File: config.mk
export PLATFORM = sky130hd
export DESIGN_NAME = sdm_mod3
export DESIGN_NICKNAME = d
export VERILOG_FILES = /design/src/rtl/sdm_pkg.sv /design/src/rtl/sdm_gain.sv /design/src/rtl/sdm_integ.sv /design/src/rtl/sdm_quant.sv /design/src/rtl/sdm_mod3.sv
export SDC_FILE = /design/constraint.sdc
export NUM_CORES = 1
export LEC_CHECK = 0
export CORE_MARGIN = 8
export CORE_UTILIZATION = 52
export DETAILED_ROUTE_END_ITERATION = 16
export PLACE_DENSITY = 0.74
export SETUP_SLACK_MARGIN = 0.15
export SLEW_MARGIN = 20
export SYNTH_ARGS = -nofsm -noshare
export SYNTH_HDL_FRONTEND = slang
export SYNTH_HIERARCHICAL = 1
export SYNTH_SLANG_ARGS = --single-unit
export TNS_END_PERCENT = 10
File: constraint.sdc
create_clock -name clk -period 14.18 [get_ports clk]
set_input_delay 2.127 -clock clk [delete_from_list [all_inputs] [get_ports clk]]
set_output_delay 2.127 -clock clk [all_outputs]
set_load 0.05 [all_outputs]
File: src/rtl/sdm_pkg.sv
package sdm_pkg;
  localparam int CODE_W   = 4;
  localparam int N_STEPS  = 7;
  localparam int CODE_MID = N_STEPS;
  localparam int CODE_MAX = 2 * N_STEPS;

  typedef logic [CODE_W-1:0] code_t;

  // one quantizer step in internal LSBs: full scale / 7, rounded
  function automatic longint level_step(input int frac_bits);
    return ((longint'(1) <<< frac_bits) + N_STEPS / 2) / N_STEPS;
  endfunction

  function automatic int max_int(input int a, input int b);
    return (a > b) ? a : b;
  endfunction
endpackage

File: src/rtl/sdm_gain.sv
// Constant gain as a sum of arithmetic right shifts; MASK bit i adds din >>> i.
module sdm_gain #(
  parameter int W    = 30,
  parameter int NSH  = 8,
  parameter int MASK = 1
) (
  input  logic signed [W-1:0] din,
  output logic signed [W-1:0] dout
);
  logic signed [W-1:0] term [NSH];

  for (genvar i = 0; i < NSH; i++) begin : g_term
    if (MASK[i]) begin : g_on
      assign term[i] = din >>> i;
    end else begin : g_off
      assign term[i] = '0;
    end
  end

  always_comb begin
    dout = '0;
    for (int i = 0; i < NSH; i++) dout = dout + term[i];
  end
endmodule

File: src/rtl/sdm_integ.sv
// Delaying integrator: acc <= sat(acc + add_i - sub_i) on enabled cycles.
module sdm_integ #(
  parameter int W  = 28,
  parameter int OW = 30
) (
  input  logic                 clk,
  input  logic                 rst,
  input  logic                 ce,
  input  logic signed [OW-1:0] add_i,
  input  logic signed [OW-1:0] sub_i,
  output logic signed [W-1:0]  acc_o
);
  localparam int SW = OW + 2;
  localparam logic signed [SW-1:0] HI = SW'((longint'(1) <<< (W - 1)) - 1);
  localparam logic signed [SW-1:0] LO = -HI - SW'(1);

  logic signed [SW-1:0] sum;
  logic signed [W-1:0]  nxt;

  always_comb begin
    sum = SW'(acc_o) + SW'(add_i) - SW'(sub_i);
    if (sum > HI)      nxt = HI[W-1:0];
    else if (sum < LO) nxt = LO[W-1:0];
    else               nxt = sum[W-1:0];
  end

  always_ff @(posedge clk) begin
    if (rst)     acc_o <= '0;
    else if (ce) acc_o <= nxt;
  end
endmodule

File: src/rtl/sdm_quant.sv
// 15-level uniform quantizer built as a ladder of 7 positive and 7 negative thresholds.
module sdm_quant
  import sdm_pkg::*;
#(
  parameter int     W   = 30,
  parameter longint LVL = 1198373
) (
  input  logic signed [W-1:0] y,
  output code_t               code,
  output logic signed [W-1:0] level
);
  localparam int DW = W + 1;

  logic signed [DW-1:0] y2;
  logic [N_STEPS-1:0] up, dn;
  logic signed [CODE_W:0] k;
  logic signed [W-1:0]    k_ext;
  localparam logic signed [W-1:0] LVL_S = W'(LVL);

  assign y2 = {y, 1'b0};

  for (genvar j = 1; j <= N_STEPS; j++) begin : g_thr
    localparam logic signed [DW-1:0] T = DW'((2 * j - 1) * LVL);
    assign up[j-1] = (y2 >= T);
    assign dn[j-1] = (y2 <= -T);
  end

  always_comb begin
    k = '0;
    for (int j = 0; j < N_STEPS; j++) begin
      k = k + (CODE_W+1)'(up[j]) - (CODE_W+1)'(dn[j]);
    end
    code  = CODE_W'(k + (CODE_W+1)'(CODE_MID));
    k_ext = W'(k);
    level = k_ext * LVL_S;
  end
endmodule

File: src/rtl/sdm_mod3.sv
module sdm_mod3
  import sdm_pkg::*;
#(
  parameter int IN_W    = 24,
  parameter int DITH_W  = 8,
  parameter int DITH_SH = 16,
  parameter int I1_W    = 28,
  parameter int I2_W    = 28,
  parameter int I3_W    = 28,
  parameter int B1_MASK = 'b100,    // 0.25
  parameter int A1_MASK = 'b10100,  // 0.3125
  parameter int A2_MASK = 'b101,    // 1.25
  parameter int A3_MASK = 'b111     // 1.75
) (
  input  logic                     clk,
  input  logic                     rst,
  input  logic                     ce,
  input  logic signed [IN_W-1:0]   din,
  input  logic signed [DITH_W-1:0] dither,
  output logic [CODE_W-1:0]        code
);
  localparam int     FRAC = IN_W - 1;
  localparam longint LVL  = level_step(FRAC);
  localparam int     WW   = max_int(max_int(I1_W, I2_W), max_int(I3_W, FRAC + 3)) + 2;

  logic signed [I1_W-1:0] x1_q;
  logic signed [I2_W-1:0] x2_q;
  logic signed [I3_W-1:0] x3_q;

  logic signed [WW-1:0] u_ext, b1u, v_fb, a1v, a2v, a3v, qin, x1_ext, x2_ext;
  code_t                q_code;

  assign u_ext  = WW'(din);
  assign x1_ext = WW'(x1_q);
  assign x2_ext = WW'(x2_q);
  assign qin    = WW'(x3_q) + (WW'(dither) <<< DITH_SH);

  sdm_gain #(.W(WW), .MASK(B1_MASK)) i_gain_b1 (.din(u_ext), .dout(b1u));
  sdm_gain #(.W(WW), .MASK(A1_MASK)) i_gain_a1 (.din(v_fb),  .dout(a1v));
  sdm_gain #(.W(WW), .MASK(A2_MASK)) i_gain_a2 (.din(v_fb),  .dout(a2v));
  sdm_gain #(.W(WW), .MASK(A3_MASK)) i_gain_a3 (.din(v_fb),  .dout(a3v));

  sdm_integ #(.W(I1_W), .OW(WW)) i_int1 (
    .clk(clk), .rst(rst), .ce(ce), .add_i(b1u), .sub_i(a1v), .acc_o(x1_q));
  sdm_integ #(.W(I2_W), .OW(WW)) i_int2 (
    .clk(clk), .rst(rst), .ce(ce), .add_i(x1_ext), .sub_i(a2v), .acc_o(x2_q));
  sdm_integ #(.W(I3_W), .OW(WW)) i_int3 (
    .clk(clk), .rst(rst), .ce(ce), .add_i(x2_ext), .sub_i(a3v), .acc_o(x3_q));

  sdm_quant #(.W(WW), .LVL(LVL)) i_quant (.y(qin), .code(q_code), .level(v_fb));

  always_ff @(posedge clk) begin
    if (rst)     code <= CODE_W'(CODE_MID);
    else if (ce) code <= q_code;
  end
endmodule

After elaboration in Yosys (flattened, before gate mapping)
Index checks and enable logic that the tools add are counted.
{"block": "word_totals", "reg_bits": 88, "out_inout_bits": 4, "input_bits": 35}
{"block": "classes", "n_mul": 1, "order_cmp": 20, "mux": 6, "n_addsub": 25}
{"operator": "$mux W28", "count": 6}
{"operator": "$ge A30 B25 Y1 const B", "count": 4}
{"operator": "$le A30 B25 Y1 const B", "count": 4}
{"operator": "$gt A32 B28 Y1 const B", "count": 3}
{"operator": "$lt A32 B28 Y1 const B", "count": 3}
{"operator": "$add A28 B28 Y29", "count": 2}
{"operator": "$add A5 B1 Y5", "count": 6}
{"operator": "$ge A30 B22 Y1 const B", "count": 1}
{"operator": "$ge A30 B23 Y1 const B", "count": 1}
{"operator": "$ge A30 B24 Y1 const B", "count": 1}
{"operator": "$le A30 B22 Y1 const B", "count": 1}
{"operator": "$le A30 B23 Y1 const B", "count": 1}
{"operator": "$le A30 B24 Y1 const B", "count": 1}
{"operator": "$sub A29 B26 Y30", "count": 1}
{"operator": "$sub A29 B28 Y30", "count": 1}
{"operator": "$sub A29 B29 Y30", "count": 1}
{"operator": "$sub A5 B1 Y5", "count": 6}
{"operator": "$add A28 B22 Y29", "count": 1}
{"operator": "$add A28 B24 Y29", "count": 1}
{"operator": "$add A28 B25 Y29", "count": 1}
{"operator": "$add A27 B25 Y28", "count": 1}
{"operator": "$add A27 B26 Y28", "count": 1}
{"operator": "$mul A5 B22 Y27 const B", "count": 1}
{"operator": "$add A25 B23 Y26", "count": 1}
{"operator": "2 further kinds", "count": 2}

Longest topological paths before layout
Gate-level depths: netlist of the first run.
{"block": "logic_depth", "depth_word": 22, "depth_mapped": 55}

Modules after synthesis
The synthesis of the first run kept the hierarchy.
{"module": "sdm_integ at i_int1 ...", "area_per_inst_um2": 3897.5, "cells_each": 462, "seq_area_each_um2": 560.5, "instances": 2}
{"module": "sdm_integ at i_int2", "area_per_inst_um2": 3983.8, "cells_each": 511, "seq_area_each_um2": 560.5, "instances": 1}
{"module": "sdm_quant", "area_per_inst_um2": 2290.9, "cells_each": 307, "seq_area_each_um2": 0.0, "instances": 1}
{"module": "sdm_gain at i_gain_a3", "area_per_inst_um2": 2224.6, "cells_each": 263, "seq_area_each_um2": 0.0, "instances": 1}
{"module": "sdm_gain at i_gain_a2", "area_per_inst_um2": 1679.1, "cells_each": 237, "seq_area_each_um2": 0.0, "instances": 1}
{"module": "sdm_gain at i_gain_a1", "area_per_inst_um2": 1442.6, "cells_each": 206, "seq_area_each_um2": 0.0, "instances": 1}
{"module": "sdm_mod3", "area_per_inst_um2": 665.6, "cells_each": 77, "seq_area_each_um2": 80.1, "instances": 1}
{"module": "sdm_gain at i_gain_b1", "area_per_inst_um2": 225.2, "cells_each": 30, "seq_area_each_um2": 0.0, "instances": 1}

Worst setup path before layout of the first run
No wires, ideal clock.
{"block": "synth_timing", "kind": "input to register", "startpoint": "input dither[0]", "endpoint": "register i_int3.acc_o[16]", "slack_ns": -1.110, "arrival_ns": 15.209, "required_ns": 14.099, "path_buffers": 2, "cell_stages": 46, "cell_sequence": "ha_1 > fa_1 > a21o_2 > a221oi_2 > o21bai_2 > or4_1 > nand3_1 > and4_1 > nand4_1 > a2111oi_0 > nor4_1 > fa_1 > fa_1 > inv_1 > fa_1 > fa_1 > ha_1 > fa_1 > [... 10 more ...] > fa_1 > ha_1 > clkbuf_1 > a21oi_1 > mux2_2 > a211oi_1 > fa_1 > inv_1 > ha_1 > a21o_1 > a21o_1 > a21o_1 > a2111oi_0 > o211ai_2 > o31ai_4 > buf_6 > a21oi_2 > a211oi_2"}
{"block": "synth_via", "elab_chain_len": 22}
{"item": "from (decl)", "line": "sdm_mod3.sv:19", "text": "input logic signed [DITH_W-1:0] dither,"}
{"item": "$add A28 B24 Y29 (*)", "line": "sdm_mod3.sv:36", "text": "assign qin = WW'(x3_q) + (WW'(dither) <<< DITH_SH);"}
{"item": "named net qin[26]", "line": "sdm_mod3.sv:30", "text": "logic signed [WW-1:0] u_ext, b1u, v_fb, a1v, a2v, a3v, qin, x1_ext, x2_ext;"}
{"item": "$ge A30 B22 Y1 or $le A30 B22 Y1 (tied branches)", "line": "sdm_quant.sv:24, sdm_quant.sv:25"}
{"item": "$sub A1 B1 Y2", "line": "sdm_quant.sv:31", "text": "k = k + (CODE_W+1)'(up[j]) - (CODE_W+1)'(dn[j]);"}
{"item": "$add A5 B1 Y5", "line": "sdm_quant.sv:31"}
{"item": "$sub A5 B1 Y5", "line": "sdm_quant.sv:31"}
{"item": "$add A5 B1 Y5", "line": "sdm_quant.sv:31"}
{"item": "$sub A5 B1 Y5", "line": "sdm_quant.sv:31"}
{"item": "[... 9 more ...]"}
{"item": "named net v_fb[25]", "line": "sdm_mod3.sv:30"}
{"item": "$add A27 B26 Y28", "line": "sdm_gain.sv:22", "text": "for (int i = 0; i < NSH; i++) dout = dout + term[i];"}
{"item": "$add A28 B25 Y29 (*)", "line": "sdm_gain.sv:22"}
{"item": "named net a3v[24]", "line": "sdm_mod3.sv:30"}
{"item": "$sub A29 B29 Y30 (*)", "line": "sdm_integ.sv:21", "text": "sum = SW'(acc_o) + SW'(add_i) - SW'(sub_i);"}
{"item": "$lt A32 B28 Y1", "line": "sdm_integ.sv:23", "text": "else if (sum < LO) nxt = LO[W-1:0];"}
{"item": "$mux W28", "line": "sdm_integ.sv:23"}
{"item": "$mux W28 (*)", "line": "sdm_integ.sv:22", "text": "if (sum > HI) nxt = HI[W-1:0];"}
{"item": "to (signal assigned)", "line": "sdm_integ.sv:29", "text": "else if (ce) acc_o <= nxt;"}
{"item": "to (decl)", "line": "sdm_integ.sv:11", "text": "output logic signed [W-1:0] acc_o"}
Mark *: on every way through the listed nets, which the timed path passes. The rest lies on a longest branch.
A chain may end at the register's enable or synchronous reset.

Final worst setup path of the first run
{"block": "layout_timing", "startpoint": "input dither[7]", "endpoint": "register i_int3.acc_o[18]"}
Same word-level chain as after synthesis.

==> out/summary.txt, run 1 <==
initial antenna violation count: 0
Syn Std Cell Area: 20300 um^2
Worst-path clk slew: 0.07 ns
Via density: 5.66
Non-Filler Instances: 3663
commonest non-fill, non-tap cell in the layout: buf_4
initial core utilization: 52.7%
Post-Synth XOR/XNOR Area: 6.43%
post-synth net total: 2944
reg2reg setup slack: 1.08 ns
TritonRoute pass-1 iters: 7
final weighted congestion in routability-driven placement: 0.954
Area growth, synth to finish: 34.5%
Async S/R FF share, synth: 0%
Synth Flop Type: dfxtp_1
share of layout cells above drive strength 1: 32.9%
crit-path max FO: 7
first-pass GRT wire length: 101 mm
CTS tree: yes
Mapped Cells: 2555
Fin. Hold Viols: 0
vias in the first global route: 21300
dpl cells: 3601
Yosys cell types: 113
pins over their slew limit: 0
register area share after synthesis: 8.68%
Rows: 72
Skew-Pair Late Insertion Delay: 0.37 ns
failing checks: setup timing
Crit Path Category: primary input to register
diodes inserted: 0
CTS buffer count: 9
final core occ: 70.8%
largest family of logic cells by synthesized area: compound AO/OA/AOI/OAI gates
largest net degree at the start of global routing: 68
flops & latches, synth: 88
Final setup viols: 81
startpoint class of the critical path: primary input
Critical Path Sink Type: register
cell taking the most area after synthesis: ha_1
crit path time final: 14.62 ns
Slew headroom: 29.0%
Post-synth EDFFs: 0
post-synthesis simple-gate area fraction: 14.6%
Die ar.: 45600 um^2
Port Buffers: 36
most frequent CP cell: buf_4
Multi-input gate area: 17400 um^2
max_cap viols: 0
GRT Total Usage: 26.9%
Post-Route WL: 61.6 mm
min-delay src: i_int1/acc_o[12]
final setup TNS: -17.56 ns
Die Wd: 214 um
CP required: 14.45 ns
Root Buffer: clkbuf_16
CTS H-tree depth: 3
post-synthesis adder-cell area fraction: 26.8%
most frequent cells in the layout: buf_4 (640), inv_1 (410), ha_1 (189), a21oi_1 (179), nor2_1 (138)
total gr overflow: 0
CTS sink count: 88
FF/Latch Area: 1760 um^2
wire per inst: 16.8 um
Setup WS pre-CTS: -1.44 ns
Peak Freq: 0.0684 GHz
Max Buffers Root-to-Sink: 2
Synth warnings: 6
Worst Skew: 0.0137 ns
Hold Buf Count CTS: 0
RSZ-0062 raised after global routing: true
mux cell area share after synthesis: 0.511%
Vias: 20700
path type of the worst min-delay path: register to register
drt drc: 0
Core Footprint: 38600 um^2
# IOs: 39
top cells by area, synth: ha_1 (13%), fa_1 (13%), dfxtp_1 (8.7%), inv_1 (7.7%), a21oi_1 (5.1%)
syn avg cell area: 7.95 um^2
worst setup margin: -0.442 ns
Hold EP: i_int1/acc_o[12]
worst r2r src: i_int3/acc_o[16]
CP max-delay cell: fa_2
FILL cells: 3046
Crit. Startpoint: dither[7]
status: finished with violations
slowest stage delay, CP: 0.58 ns
DP HPWL: 49.3 mm
Worst Path Arrival: 14.89 ns
Synth Area in Compound Gates: 31.1%
Hold Path Stages: 2
antenna-violating nets left: 0
nets: 3530
DIE HEIGHT: 214 um
worst-case reg-to-reg path depth: 56
fin crit share: 103%
DR iter-0 viols: 1120
worst reg2reg endpoint: i_int3/acc_o[18]
proportion of netlist area held by the largest area contributor: 13.5%
Worst Tran Pin Value: 1.06 ns
## registers in the layout, summed over array words and instances (netlist names)
signal,cells
code,4
i_int1/acc_o,28
i_int2/acc_o,28
i_int3/acc_o,28
## worst max-delay path, delay by kind of cell
| kind | cells | cell delay [ns] |
|---|---|---|
| fa+ha+maj | 14 | 5.30 |
| compound gates | 16 | 3.41 |
| buf+inv | 15 | 2.20 |
| simple gates | 8 | 1.54 |
| xor+xnor | 2 | 0.28 |
## per-stage QoR
stage                     cell area (um^2)  hold WS (ns)
after detailed placement             25700         0.501
after global placement               25700         0.489
after global routing                 27300         0.528
final                                27300         0.507
after floorplan                      20900         0.463
after CTS                            27000         0.515
## logic make-up after synthesis
group,Yosys count
flops,88
compound gates,838
buf+inv,543
fa+ha+maj,354
mux,10
simple gates,573
xor+xnor,149
## routing by layer
metal	GRT usage [%]	vias up	share of wire (%)	routed length (um)
met5	0	-	0	0
met1	30.9	9873	41	25300
met2	51.0	501	51	31600
met4	10.5	0	4.0	2430
li1	-	10200	-	-
met3	2.13	156	3.6	2200
## area by class of cell
| cell class | instances | share of cell area (%) |
|---|---|---|
| repair buffers | 701 | 20.6 |
| inverters | 417 | 5.73 |
| well taps | 518 | 2.37 |
| multi-input cells | 1924 | 63.7 |
| flip-flops and latches | 88 | 6.45 |
| clock buffers | 10 | 0.875 |
| clock inverters | 5 | 0.298 |
## cell usage after synthesis, types with 40 or more instances
| library cell | instances |
|---|---|
| nand2_1 | 131 |
| xor2_1 | 53 |
| a21oi_1 | 207 |
| dfxtp_1 | 88 |
| inv_1 | 415 |
| a21o_1 | 71 |
| nor3_1 | 40 |
| a211oi_2 | 58 |
| o21ai_0 | 85 |
| o21bai_1 | 42 |
| nor2_1 | 143 |
| xnor2_1 | 96 |
| nand3_1 | 40 |
| a211oi_1 | 52 |
| a21oi_2 | 42 |
| ha_1 | 219 |
| fa_1 | 135 |
## what timing repair did
item / 4_1_cts / 5_1_grt
resized for setup: 130 / 39
buffers inserted: 27 / 14
endpoints found under the setup margin: 84 / 84
pin swaps: 65 / 25
cloned: 4 / 2
## worst max-delay path by stage
stage / endpoint / slack, ns / cells past startpoint
floorplan: i_int3/acc_o[7] / 0.01 / 48
global placement: i_int3/acc_o[2] / -1.27 / 52
detailed placement: i_int3/acc_o[4] / -1.44 / 52
CTS: i_int3/acc_o[1] / -0.14 / 56
global route: i_int1/acc_o[5] / -0.80 / 56
finish: i_int3/acc_o[18] / -0.44 / 55
Power of run 1 is left out: the tool's default activity adds up to more than one toggle a clock period on the data nets, which glitch-free logic cannot reach.
==> run 2: changes to the inputs <==
==> constraint.sdc (replaced) <==
create_clock -name clk -period 13.2 [get_ports clk]
set_input_delay 1.98 -clock clk [delete_from_list [all_inputs] [get_ports clk]]
set_output_delay 1.98 -clock clk [all_outputs]
set_load 0.05 [all_outputs]
==> run 2 against run 1 <==
Against the previous run:
- the flow still finishes with violations (setup timing)
- via count grew 3.9%
- first-iteration DRC count grew 28%
- count of clock-buffer cells in the layout grew 2
- sequential share of layout area shrank 0.14 points
- die area is the same
- register-to-register slack lost 0.97 ns
- global-route usage grew 0.40 points
==> out/summary.txt, run 2 (synthesized netlist as in run 1, its figures left out) <==
CTS buffer count: 9 (unchanged)
CTS tree: yes
initial antenna violation count: 0 (unchanged)
Hold EP: i_int1/acc_o[5]
nets: 3564 (+0.96%)
Hold Buf Count CTS: 0 (unchanged)
Core Footprint: 38600 um^2 (unchanged)
Final setup viols: 84 (+3.7%)
Post-Layout Inst Area: 27900 um^2 (+2.3%)
Worst Skew: 0.0160 ns (+0.00235 ns)
worst-case reg-to-reg path depth: 55 (-1.8%)
biggest regs: i_int1/acc_o x28, i_int2/acc_o x28, i_int3/acc_o x28
fin crit share: 110%
CTS sink count: 88 (unchanged)
final core occ: 72.4% (+1.6 points)
DP Area: 26000 um^2 (+0.91%)
TritonRoute pass-1 iters: 5 (-2)
share of layout cells above drive strength 1: 35.1% (+2.2 points)
Non-Filler Instances: 3698 (+0.96%)
Crit Path Category: primary input to register
Slew headroom: 32.2% (+3.2 points)
Die ar.: 45600 um^2 (unchanged)
DIE HEIGHT: 214 um (unchanged)
CP required: 13.49 ns (-0.96 ns)
Peak Freq: 0.0692 GHz
Worst Path Arrival: 14.75 ns (-0.14 ns)
DR iter-0 viols: 1432 (+28%)
Max Buffers Root-to-Sink: 2 (unchanged)
slowest stage delay, CP: 0.55 ns (-0.03 ns)
status: finished with violations
startpoint class of the critical path: primary input
most frequent CP cell: buf_4
antenna-violating nets left: 0 (unchanged)
reg2reg setup slack: 0.11 ns (-0.97 ns)
worst reg2reg endpoint: i_int1/acc_o[17]
diodes inserted: 0 (unchanged)
crit-path max FO: 7 (unchanged)
failing checks: setup timing
final weighted congestion in routability-driven placement: 0.964 (+1.1%)
FILL cells: 2910 (-4.5%)
GRT Total Usage: 27.3% (+0.40 points)
Worst-path clk slew: 0.07 ns (about the same)
total gr overflow: 0 (unchanged)
Via density: 5.82 (+2.9%)
CTS H-tree depth: 3 (unchanged)
Port Buffers: 36 (unchanged)
Root Buffer: clkbuf_16
first-pass GRT wire length: 103 mm (+1.4%)
path type of the worst min-delay path: register to register
Rows: 72 (unchanged)
dpl cells: 3634 (+0.92%)
Die Wd: 214 um (unchanged)
min-delay src: i_int1/acc_o[5]
worst r2r src: i_int3/acc_o[16]
wire per inst: 17.6 um (+4.8%)
DP HPWL: 50.5 mm (+2.4%)
# IOs: 39 (unchanged)
Skew-Pair Late Insertion Delay: 0.37 ns (about the same)
commonest non-fill, non-tap cell in the layout: buf_4
CP max-delay cell: fa_2
Fin. Hold Viols: 0 (unchanged)
largest net degree at the start of global routing: 66 (-2.9%)
Area growth, synth to finish: 37.5%
max_cap viols: 0 (unchanged)
drt drc: 0 (unchanged)
Post-Route WL: 65.1 mm (+5.8%)
initial core utilization: 52.7% (unchanged)
vias in the first global route: 22000 (+3.1%)
Critical Path Sink Type: register
worst setup margin: -1.26 ns (-0.814 ns)
most frequent cells in the layout: buf_4 (667), inv_1 (408), ha_1 (179), a21oi_1 (170), nor2_1 (137)
pins over their slew limit: 0 (unchanged)
Worst Tran Pin Value: 1.01 ns (-0.0473 ns)
Hold Path Stages: 2 (unchanged)
Vias: 21500 (+3.9%)
crit path time final: 14.46 ns
RSZ-0062 raised after global routing: true
## run 2: how the worst max path moves through the flow
stage	start	to	slack, ns	cells past startpoint
floorplan	dither[0]	i_int3/acc_o[7]	-0.82	48
global placement	dither[0]	i_int3/acc_o[4]	-1.81	50
detailed placement	dither[0]	i_int3/acc_o[0]	-2.07	51
CTS	dither[0]	i_int3/acc_o[17]	-1.14	52
global route	dither[3]	i_int3/acc_o[4]	-1.61	53
finish	dither[4]	i_int1/acc_o[17]	-1.26	56
## run 2: through the flow
stage / setup TNS, ns / hold slack (ns) / setup WS (ns)
floorplan: -56.58 / 0.463 / -0.820
global placement: -143.43 / 0.489 / -1.81
detailed placement: -163.50 / 0.493 / -2.07
CTS: -87.73 / 0.506 / -1.14
global route: -121.56 / 0.529 / -1.61
finish: -90.33 / 0.505 / -1.26
## run 2: layer usage
metal	track usage [%]	part of all wire, %	up-vias
met5	0	0	-
met4	15.0	5.5	0
met3	2.19	3.8	225
met2	50.5	51	689
met1	30.7	40	10400
li1	-	-	10300
## run 2: area by class of cell
| cell class | count | area (um^2) | area share (%) |
|---|---|---|---|
| multi-input cells | 1924 | 17700 | 63.5 |
| repair buffers | 735 | 5910 | 21.2 |
| flip-flops and latches | 88 | 1760 | 6.31 |
| inverters | 417 | 1570 | 5.60 |
| well taps | 518 | 648 | 2.32 |
| clock buffers | 12 | 256 | 0.918 |
| clock inverters | 4 | 52.6 | 0.188 |
## run 2: critical path: cells and delay by family
family,cells,cell delay [ns]
fa+ha+maj,13,5.10
compound gates,19,4.21
buf+inv,16,2.01
xor+xnor,3,0.54
simple gates,5,0.90
## run 2: repair_timing
| action | CTS | global route |
|---|---|---|
| setup buffers | 20 | 22 |
| resized for setup | 110 | 136 |
| setup endpoints to repair | 84 | 84 |
| gates cloned | 5 | 1 |
| pin swaps | 71 | 107 |
Power of run 2 is left out for the same reason.
==> run 3: changes to the inputs <==
--- a/config.mk
+++ b/config.mk
@@ -8,6 +8,7 @@
 export CORE_MARGIN = 8
 export CORE_UTILIZATION = 52
 export DETAILED_ROUTE_END_ITERATION = 16
+export GPL_TIMING_DRIVEN = 0
 export PLACE_DENSITY = 0.74
 export SETUP_SLACK_MARGIN = 0.15
 export SLEW_MARGIN = 20
==> run 3 against run 2 <==
Against the previous run:
- the flow still finishes with violations (setup timing)
- final cell count shrank 13%
- sequential share of layout area increased by 0.72 points
- worst hold slack lost 0.0053 ns
- routed wire length is 4.8% lower
- via count decreased by 9.6%
- clock skew down 0.0025 ns
- critical path type unchanged
==> out/summary.txt, run 3 (synthesized netlist as in run 1, its figures left out) <==
Worst Tran Pin Value: 0.829 ns (-0.182 ns)
startpoint class of the critical path: primary input
status: finished with violations
path type of the worst min-delay path: register to register
Die ar.: 45600 um^2 (unchanged)
diodes inserted: 0 (unchanged)
CTS tree: yes
reg2reg setup slack: 0.10 ns (about the same)
failing checks: setup timing
Worst-path clk slew: 0.07 ns (about the same)
CP required: 13.49 ns (about the same)
worst reg2reg endpoint: i_int3/acc_o[0]
wire per inst: 19.2 um (+8.9%)
met2 usage: 50.7% (+0.13 points)
Peak Freq: 0.0692 GHz (about the same)
commonest non-fill, non-tap cell in the layout: inv_1
min-delay src: i_int1/acc_o[6]
biggest regs: i_int1/acc_o x28, i_int2/acc_o x28, i_int3/acc_o x28
Via density: 6.02 (+3.4%)
total gr overflow: 0 (unchanged)
GRT busiest layer: met2
DP HPWL: 47.9 mm (-5.1%)
crit-path max FO: 8 (+1)
Critical Path Sink Type: register
most frequent cells in the layout: inv_1 (406), a21oi_1 (168), ha_1 (151), buf_4 (143), nor2_1 (134)
CTS H-tree depth: 3 (unchanged)
Post-Route WL: 62.0 mm (-4.8%)
worst r2r src: i_int3/acc_o[16]
vias in the first global route: 20100 (-8.7%)
initial antenna violation count: 0 (unchanged)
TritonRoute pass-1 iters: 6 (+1)
worst-case reg-to-reg path depth: 56 (+1.8%)
Crit. Startpoint: dither[0]
Final setup viols: 84 (unchanged)
Fin. Hold Viols: 0 (unchanged)
final setup TNS: -83.46 ns (+6.87 ns)
RSZ-0062 raised after global routing: true
Port Buffers: 14 (-61%)
Rows: 72 (unchanged)
DIE HEIGHT: 214 um (unchanged)
first-pass GRT wire length: 99.8 mm (-3.0%)
GRT Total Usage: 27.0% (-0.28 points)
nets: 3100 (-13%)
CTS sink count: 88 (unchanged)
Root Buffer: clkbuf_16
pins over their slew limit: 0 (unchanged)
Skew-Pair Late Insertion Delay: 0.37 ns (about the same)
Vias: 19500 (-9.6%)
met1 Use GR: 29.6% (-1.0 points)
fin crit share: 109% (about the same)
crit path time final: 14.44 ns (-0.0128 ns)
largest net degree at the start of global routing: 22 (-67%)
drt drc: 0 (unchanged)
Core Footprint: 38600 um^2 (unchanged)
antenna-violating nets left: 0 (unchanged)
DR iter-0 viols: 1289 (-10%)
Area growth, synth to finish: 23.5%
CP max-delay cell: fa_2
CTS buffer count: 9 (unchanged)
Die Wd: 214 um (unchanged)
Max Buffers Root-to-Sink: 2 (unchanged)
final weighted congestion in routability-driven placement: 0.966 (+0.18%)
Hold EP: i_int1/acc_o[6]
Hold Slack: 0.499 ns (-0.00527 ns)
share of layout cells above drive strength 1: 26.1% (-9.0 points)
# IOs: 39 (unchanged)
max_cap viols: 0 (unchanged)
worst setup margin: -1.24 ns (+0.0128 ns)
Worst Path Arrival: 14.73 ns (-0.02 ns)
slowest stage delay, CP: 0.53 ns (-0.02 ns)
Slew headroom: 44.3% (+12 points)
initial core utilization: 52.7% (unchanged)
Crit Path Category: primary input to register
Hold Path Stages: 2 (unchanged)
grt met3 use: 2.47% (+0.28 points)
Worst Skew: 0.0136 ns (-0.00247 ns)
run 3: cell count changes in the layout (fill, tap and decap cells not counted), sizes merged, moves of 2 or more:
cell           change
clkinv             +3
buf              -483
dlygate4sd3        +8
clkbuf            +33
clkinvlp           -3
clkdlybuf4s50     -21
bufinv             +2
run 3: worst max-delay path by stage:
stage / endpoint / cells after the start
global route: i_int3/acc_o[0] / 57
detailed placement: i_int2/acc_o[14] / 49
floorplan: i_int3/acc_o[7] / 48
finish: i_int3/acc_o[0] / 57
CTS: i_int3/acc_o[2] / 53
global placement: i_int2/acc_o[24] / 48
run 3: area by class of cell:
class	count	area (um^2)
buffer	126	1030
clock buffer	11	243
clock inverter	5	104
fill	3224	13500
inverter	417	1570
multi-input combinational	1924	18400
sequential	88	1760
tap	518	648
timing repair buffer	145	1330
run 3: critical path, delay by kind of cell:
family,cells,cell delay [ns]
buf+inv,13,1.58
compound gates,19,3.48
simple gates,8,1.65
fa+ha+maj,15,5.51
xor+xnor,2,0.47
run 3: metal layers:
metal / up-vias / part of all wire, %
met1: 9383 / 40
li1: 9340 / -
met3: 191 / 3.4
met4: 0 / 5.7
met2: 565 / 51
met5: - / 0
run 3: per-stage QoR:
stage	util (%)	worst slack, ns	instance area, um^2	std cells
finish	65.0	-1.24	25100	3234
global route	65.0	-1.71	25100	3234
CTS	64.0	-1.08	24700	3212
detailed placement	56.1	-3.21	21600	3087
global placement	56.2	-2.99	21700	3087
floorplan	-	-0.820	20900	2555
run 3: what timing repair did:
item | 4_1_cts | 5_1_grt
endpoints found under the setup margin | 84 | 84
cloned | 4 | 0
hold buffers | 0 | 0
buffers inserted | 105 | 22
pin swaps | 149 | 33
resized for setup | 365 | 46
Power of run 3 is left out for the same reason.
